===== config.mk =====
export PLATFORM = sky130hd
export DESIGN_NAME = cw_parity_oos
export DESIGN_NICKNAME = d
export VERILOG_FILES = /design/src/rtl/cw_oos_pkg.sv /design/src/rtl/cw_lane_classifier.sv /design/src/rtl/cw_run_counter.sv /design/src/rtl/cw_oos_fsm.sv /design/src/rtl/cw_parity_oos.sv
export SDC_FILE = /design/constraint.sdc
export NUM_CORES = 1
export LEC_CHECK = 0
export BUFFER_PORTS_ARGS = -buffer_cell sky130_fd_sc_hd__buf_2
export CORE_MARGIN = 2
export CORE_UTILIZATION = 51
export DETAILED_ROUTE_END_ITERATION = 12
export GPL_TIMING_DRIVEN = 0
export PLACE_DENSITY_LB_ADDON = 0.1
export SETUP_SLACK_MARGIN = 0.4
export SKIP_CTS_REPAIR_TIMING = 1
export SLEW_MARGIN = 5
export SYNTH_ARGS = -nofsm -noshare
export SYNTH_HDL_FRONTEND = slang
export SYNTH_HIERARCHICAL = 1
export SYNTH_SLANG_ARGS = --single-unit

===== constraint.sdc =====
create_clock -name clk -period 2.7 [get_ports clk]
set_clock_uncertainty 0.05 [all_clocks]
set_input_delay 0.27 -clock clk [delete_from_list [all_inputs] [get_ports clk]]
set_output_delay 0.27 -clock clk [all_outputs]
set_load 0.01 [all_outputs]

===== src/rtl/cw_oos_pkg.sv =====
package cw_oos_pkg;

    typedef enum logic {
        ST_OOS   = 1'b0,
        ST_INSVC = 1'b1
    } link_state_t;

    typedef struct packed {
        logic any;
        logic clean;
        logic corrupt;
    } cycle_class_t;

endpackage


===== src/rtl/cw_lane_classifier.sv =====
module cw_lane_classifier
    import cw_oos_pkg::*;
#(
    parameter int NUM_LANES = 8
) (
    input  logic [NUM_LANES-1:0] lane_valid,
    input  logic [NUM_LANES-1:0] lane_ok,
    output cycle_class_t         cls
);

    logic [NUM_LANES-1:0] lane_pass;
    logic [NUM_LANES-1:0] lane_fail;

    for (genvar i = 0; i < NUM_LANES; i++) begin : g_lane
        // an idle lane never vetoes either verdict
        assign lane_pass[i] = !lane_valid[i] || lane_ok[i];
        assign lane_fail[i] = !lane_valid[i] || !lane_ok[i];
    end

    always_comb begin
        cls.any     = |lane_valid;
        cls.clean   = cls.any && (&lane_pass);
        cls.corrupt = cls.any && (&lane_fail);
    end

endmodule


===== src/rtl/cw_run_counter.sv =====
module cw_run_counter #(
    parameter int CNT_W = 4
) (
    input  logic             clk,
    input  logic             rst_n,
    input  logic             clr,
    input  logic             inc,
    output logic [CNT_W-1:0] cnt,
    output logic [CNT_W-1:0] cnt_inc
);

    localparam logic [CNT_W-1:0] CNT_MAX = {CNT_W{1'b1}};

    assign cnt_inc = (cnt == CNT_MAX) ? CNT_MAX : cnt + 1'b1;

    always_ff @(posedge clk or negedge rst_n) begin
        if (!rst_n) begin
            cnt <= '0;
        end else if (clr) begin
            cnt <= '0;
        end else if (inc) begin
            cnt <= cnt_inc;
        end
    end

    AST_CNT_SATURATE: assert property (@(posedge clk) disable iff (!rst_n)
        (inc && !clr && cnt == CNT_MAX) |=> (cnt == CNT_MAX));

    AST_CNT_NO_JUMP: assert property (@(posedge clk) disable iff (!rst_n)
        (!clr && !inc) |=> $stable(cnt));

endmodule


===== src/rtl/cw_oos_fsm.sv =====
module cw_oos_fsm
    import cw_oos_pkg::*;
#(
    parameter int LVL_W = 4
) (
    input  logic             clk,
    input  logic             rst_n,
    input  cycle_class_t     cls,
    input  logic [LVL_W-1:0] good_inc,
    input  logic [LVL_W-1:0] bad_inc,
    input  logic [LVL_W-1:0] restore_level,
    input  logic [LVL_W-1:0] fail_level,
    input  logic             levels_ok,
    output link_state_t      state,
    output logic             good_clr,
    output logic             good_step,
    output logic             bad_clr,
    output logic             bad_step
);

    link_state_t state_nxt;
    logic        switching;

    // next-state selection
    always_comb begin
        state_nxt = state;
        unique case (state)
            ST_OOS: begin
                if (cls.clean && levels_ok && good_inc >= restore_level)
                    state_nxt = ST_INSVC;   // RESTORE
            end
            ST_INSVC: begin
                if (cls.corrupt && levels_ok && bad_inc >= fail_level)
                    state_nxt = ST_OOS;     // FAIL
            end
            default: state_nxt = ST_OOS;
        endcase
    end

    // state register
    always_ff @(posedge clk or negedge rst_n) begin
        if (!rst_n) state <= ST_OOS;
        else        state <= state_nxt;
    end

    // counter controls
    always_comb begin
        switching = (state_nxt != state);
        good_clr  = 1'b0;
        good_step = 1'b0;
        bad_clr   = 1'b0;
        bad_step  = 1'b0;
        unique case (state)
            ST_OOS: begin
                bad_clr   = 1'b1;
                good_clr  = switching || (cls.any && !cls.clean);
                good_step = cls.clean;
            end
            ST_INSVC: begin
                good_clr  = 1'b1;
                bad_clr   = switching || (cls.any && !cls.corrupt);
                bad_step  = cls.corrupt;
            end
            default: begin
                good_clr = 1'b1;
                bad_clr  = 1'b1;
            end
        endcase
    end

    AST_IDLE_HOLDS_STATE: assert property (@(posedge clk) disable iff (!rst_n)
        !cls.any |=> $stable(state));

    AST_ZERO_LEVEL_FREEZE: assert property (@(posedge clk) disable iff (!rst_n)
        !levels_ok |=> $stable(state));

    AST_RESTORE_NEEDS_CLEAN: assert property (@(posedge clk) disable iff (!rst_n)
        (state == ST_OOS && !cls.clean) |=> (state == ST_OOS));

    AST_FAIL_NEEDS_CORRUPT: assert property (@(posedge clk) disable iff (!rst_n)
        (state == ST_INSVC && !cls.corrupt) |=> (state == ST_INSVC));

endmodule


===== src/rtl/cw_parity_oos.sv =====
module cw_parity_oos
    import cw_oos_pkg::*;
#(
    parameter int NUM_LANES = 8,
    parameter int LVL_W     = 4
) (
    input  logic                 clk,
    input  logic                 rst_n,
    input  logic [NUM_LANES-1:0] cw_valid,
    input  logic [NUM_LANES-1:0] cw_dip_ok,
    input  logic [LVL_W-1:0]     restore_level,
    input  logic [LVL_W-1:0]     fail_level,
    output logic                 oos_flag,
    output logic                 level_err
);

    cycle_class_t     cls;
    link_state_t      state;
    logic             levels_ok;
    logic             good_clr, good_step, bad_clr, bad_step;
    logic [LVL_W-1:0] good_cnt, good_inc, bad_cnt, bad_inc;

    assign levels_ok = (restore_level != '0) && (fail_level != '0);

    cw_lane_classifier #(.NUM_LANES(NUM_LANES)) u_classify (
        .lane_valid (cw_valid),
        .lane_ok    (cw_dip_ok),
        .cls        (cls)
    );

    cw_run_counter #(.CNT_W(LVL_W)) u_good_run (
        .clk     (clk),
        .rst_n   (rst_n),
        .clr     (good_clr),
        .inc     (good_step),
        .cnt     (good_cnt),
        .cnt_inc (good_inc)
    );

    cw_run_counter #(.CNT_W(LVL_W)) u_bad_run (
        .clk     (clk),
        .rst_n   (rst_n),
        .clr     (bad_clr),
        .inc     (bad_step),
        .cnt     (bad_cnt),
        .cnt_inc (bad_inc)
    );

    cw_oos_fsm #(.LVL_W(LVL_W)) u_fsm (
        .clk           (clk),
        .rst_n         (rst_n),
        .cls           (cls),
        .good_inc      (good_inc),
        .bad_inc       (bad_inc),
        .restore_level (restore_level),
        .fail_level    (fail_level),
        .levels_ok     (levels_ok),
        .state         (state),
        .good_clr      (good_clr),
        .good_step     (good_step),
        .bad_clr       (bad_clr),
        .bad_step      (bad_step)
    );

    always_comb begin
        oos_flag  = (state == ST_OOS);
        level_err = !levels_ok;
    end

    AST_INACTIVE_GOOD_ZERO: assert property (@(posedge clk) disable iff (!rst_n)
        (state == ST_INSVC) |-> (good_cnt == '0));

    AST_INACTIVE_BAD_ZERO: assert property (@(posedge clk) disable iff (!rst_n)
        (state == ST_OOS) |-> (bad_cnt == '0));

    AST_MIXED_RESETS_GOOD: assert property (@(posedge clk) disable iff (!rst_n)
        (state == ST_OOS && cls.any && !cls.clean) |=> (good_cnt == '0));

    AST_MIXED_RESETS_BAD: assert property (@(posedge clk) disable iff (!rst_n)
        (state == ST_INSVC && cls.any && !cls.corrupt) |=> (bad_cnt == '0));

endmodule


==> flow_metrics.tcl <==
set metrics [dict create \
    vdd_drop_max_mv 0.1536 \
    fin_crit_ns 2.235 \
    yosysSeqAreaShare_pct 23.84 \
    h-tree-depth 1 \
    place_hpwl_mm 1.745 \
    endpoint_kind "flop" \
    grt_pass1_vias 908 \
    critPathLaunchType "flop" \
    routabilityCongestion 0.7821 \
    clk_path_buf_depth 2 \
    track_usage_pct 22.38 \
    drt_pre_antenna_iters 4 \
    cts-root-buf "clkbuf_4" \
    port_buffers 27 \
    syn_avg_cell_area_sq_um 8.286 \
    final-hold-violation-count 0 \
    drive_gt1_share_pct 38.16 \
    async_flop_share_pct 100.0 \
    yosysMostFrequentCell "inv_1" \
    rows 15 \
    initial_core_util_pct 54.71 \
    ys_top_cells_by_count "inv_1, ha_1, a21oi_1, dfrtp_1, nand2_1" \
    antenna_cells 0 \
    power_density_nw_per_um2 278.1 \
    synth_cell_type_count 33 \
    min_period_over_period_pct 82.76 \
    antenna_found_initial 0 \
    cts_sinks 9 \
    yosysTopAreaCell "dfrtp_1" \
    r2r_start "u_good_run/cnt[0]" \
    power.leakage_nw 0.6345 \
    wl_per_cell_microns 12.93 \
    clk_pin_slew_worst_paths_ns 0.06 \
    final_area_sq_um 1260 \
    finalSetupViolations 0 \
    worstSkewPairLatency_ns 0.26 \
    nNetsFinal 189 \
    numCtsBuffers 3 \
    final_cells 177 \
    r2r_end "u_good_run/cnt[0]" \
    syn_nets 150 \
    hold_ws_ns 0.3535 \
    synth_ff_type "dfrtp_1" \
    r2r_cells 9 \
    arrival_ns 2.36 \
    synth_edf_count 0 \
    worstPathRequired_ns 2.82 \
    grt_pass1_wl_mm 3.519 \
    synth_cells 114 \
    cap_viol_max_count 0 \
    core_area_sq_um 1727 \
    placedCellCount 166 \
    path_max_fanout 5 \
    status "finished, final reports clean" \
    synth_area_sq_um 944.7 \
    grt_overflow 0 \
    maxSlewHeadroom_pct 77.87 \
    placed_area_sq_um 1111 \
    die_x_microns 47.04 \
    synthTopCellsByArea "dfrtp_1, ha_1, inv_1" \
    fmax_ghz 0.4475 \
    ios 28 \
    cts_tree "yes" \
    drtAntennaViolNets 0 \
    critical_path_class "flop to flop" \
    maxSlewViolCount 0 \
    rsz0062_at_grt "false" \
    dr_total_vias 962 \
    worstMarginPinSlew_ns 0.3289 \
    synth_top_area_share_pct 23.84 \
    drt_iter0_drc 29 \
    drc_errors 0 \
    tns_ns 0 \
    via_per_inst 5.435 \
    grt_max_degree 10 \
    fp.dieH_microns 47.04 \
    yosys_warnings 6 \
    drt_wl_total_mm 2.288 \
    hp-class "input pin to asynchronous set/reset pin" \
    area_delta_synth_final_pct 33.38 \
    rrSetupSlack_ns 0.47 \
    die-area_sq_um 2212 \
    ys_seq_elements 9 \
]
## routing by layer
metal	vias up	GRT usage [%]	share of wire (%)	wire, microns
li1	503	-	-	-
met1	436	26.65	46	1047
met2	23	39.73	51	1178
met3	0	2.692	2.7	62
met4	0	10.56	0	0
met5	-	0	0	0
## worst max-delay path, cell delays in order, from the launching register on
cell and delay (ns):
dfrtp_2 0.45, ha_4 0.19, buf_4 0.13, nor2b_1 0.15, a21oi_1 0.10, ha_1 0.32
a41oi_4 0.31, nand2_2 0.13, o21bai_1 0.18, a31oi_1 0.14
## how the worst max path moves through the flow
stage	cells past startpoint	start	slack, ns	end
2_1_floorplan	11	u_good_run/cnt[0]	0.56	u_bad_run/cnt[0]
3_3_place_gp	11	u_good_run/cnt[0]	0.29	u_bad_run/cnt[0]
3_5_place_dp	11	u_good_run/cnt[0]	0.27	u_bad_run/cnt[0]
4_1_cts	11	u_bad_run/cnt[0]	0.20	u_bad_run/cnt[0]
5_1_grt	9	u_good_run/cnt[0]	0.38	u_bad_run/cnt[0]
6_report	9	u_good_run/cnt[0]	0.47	u_good_run/cnt[0]
## power breakdown
group | switching, mW | internal, mW | total (mW) | leakage (nW)
sequential | 0.00753 | 0.140 | 0.148 | 0.118
clock | 0.0450 | 0.0568 | 0.102 | 0.0150
combinational | 0.0548 | 0.0460 | 0.101 | 0.502
## stage by stage
step           total power [mW]  setup slack, ns  utilization (%)
5_1_grt                  0.3735           0.3821            72.97
4_1_cts                  0.3422           0.2049            65.87
6_report                 0.3504           0.4655            72.97
3_3_place_gp             0.2336           0.2854            64.35
3_5_place_dp             0.2373           0.2721            64.35
2_1_floorplan            0.1959           0.5569                -
## final cells by class
cell class                 instances  area, sq um
timing repair buffer              34        190.2
fill                             152        466.7
tap                               25        31.28
clock buffer                       4        26.28
multi-input combinational         85        699.4
sequential                         9        230.2
buffer                             2        15.01
inverter                          18        67.56
## cells by family (layout without fill, tap and decap cells)
family	count (synthesis)	after routing	synth area share [%]
buffers and inverters	20	58	8.741
adder cells (fa/ha/maj)	10	10	13.25
AND/OR/NAND/NOR	39	39	25.04
flip-flops	9	9	23.84
AO/OA/AOI/OAI	36	36	29.14
## state kept, by name (all words and copies together), names as in the netlist
signal	flops
u_bad_run/cnt	4
u_fsm/state	1
u_good_run/cnt	4
## layout by cell type (no fill, tap or decap), drive strengths merged, types with 2 or more instances in the layout
cell type  instances
inv               18
dfrtp              9
a31oi              4
nand2              8
a311oi             6
or4                3
and3               3
ha                10
clkbuf             4
nor2b              7
nor2               6
nand3              4
buf               35
a22oi              4
or2b               4
o22ai              2
a21oi              9
o21ai              2
o21bai             2
a41oi              4
(Power assumes the default switching activity.)
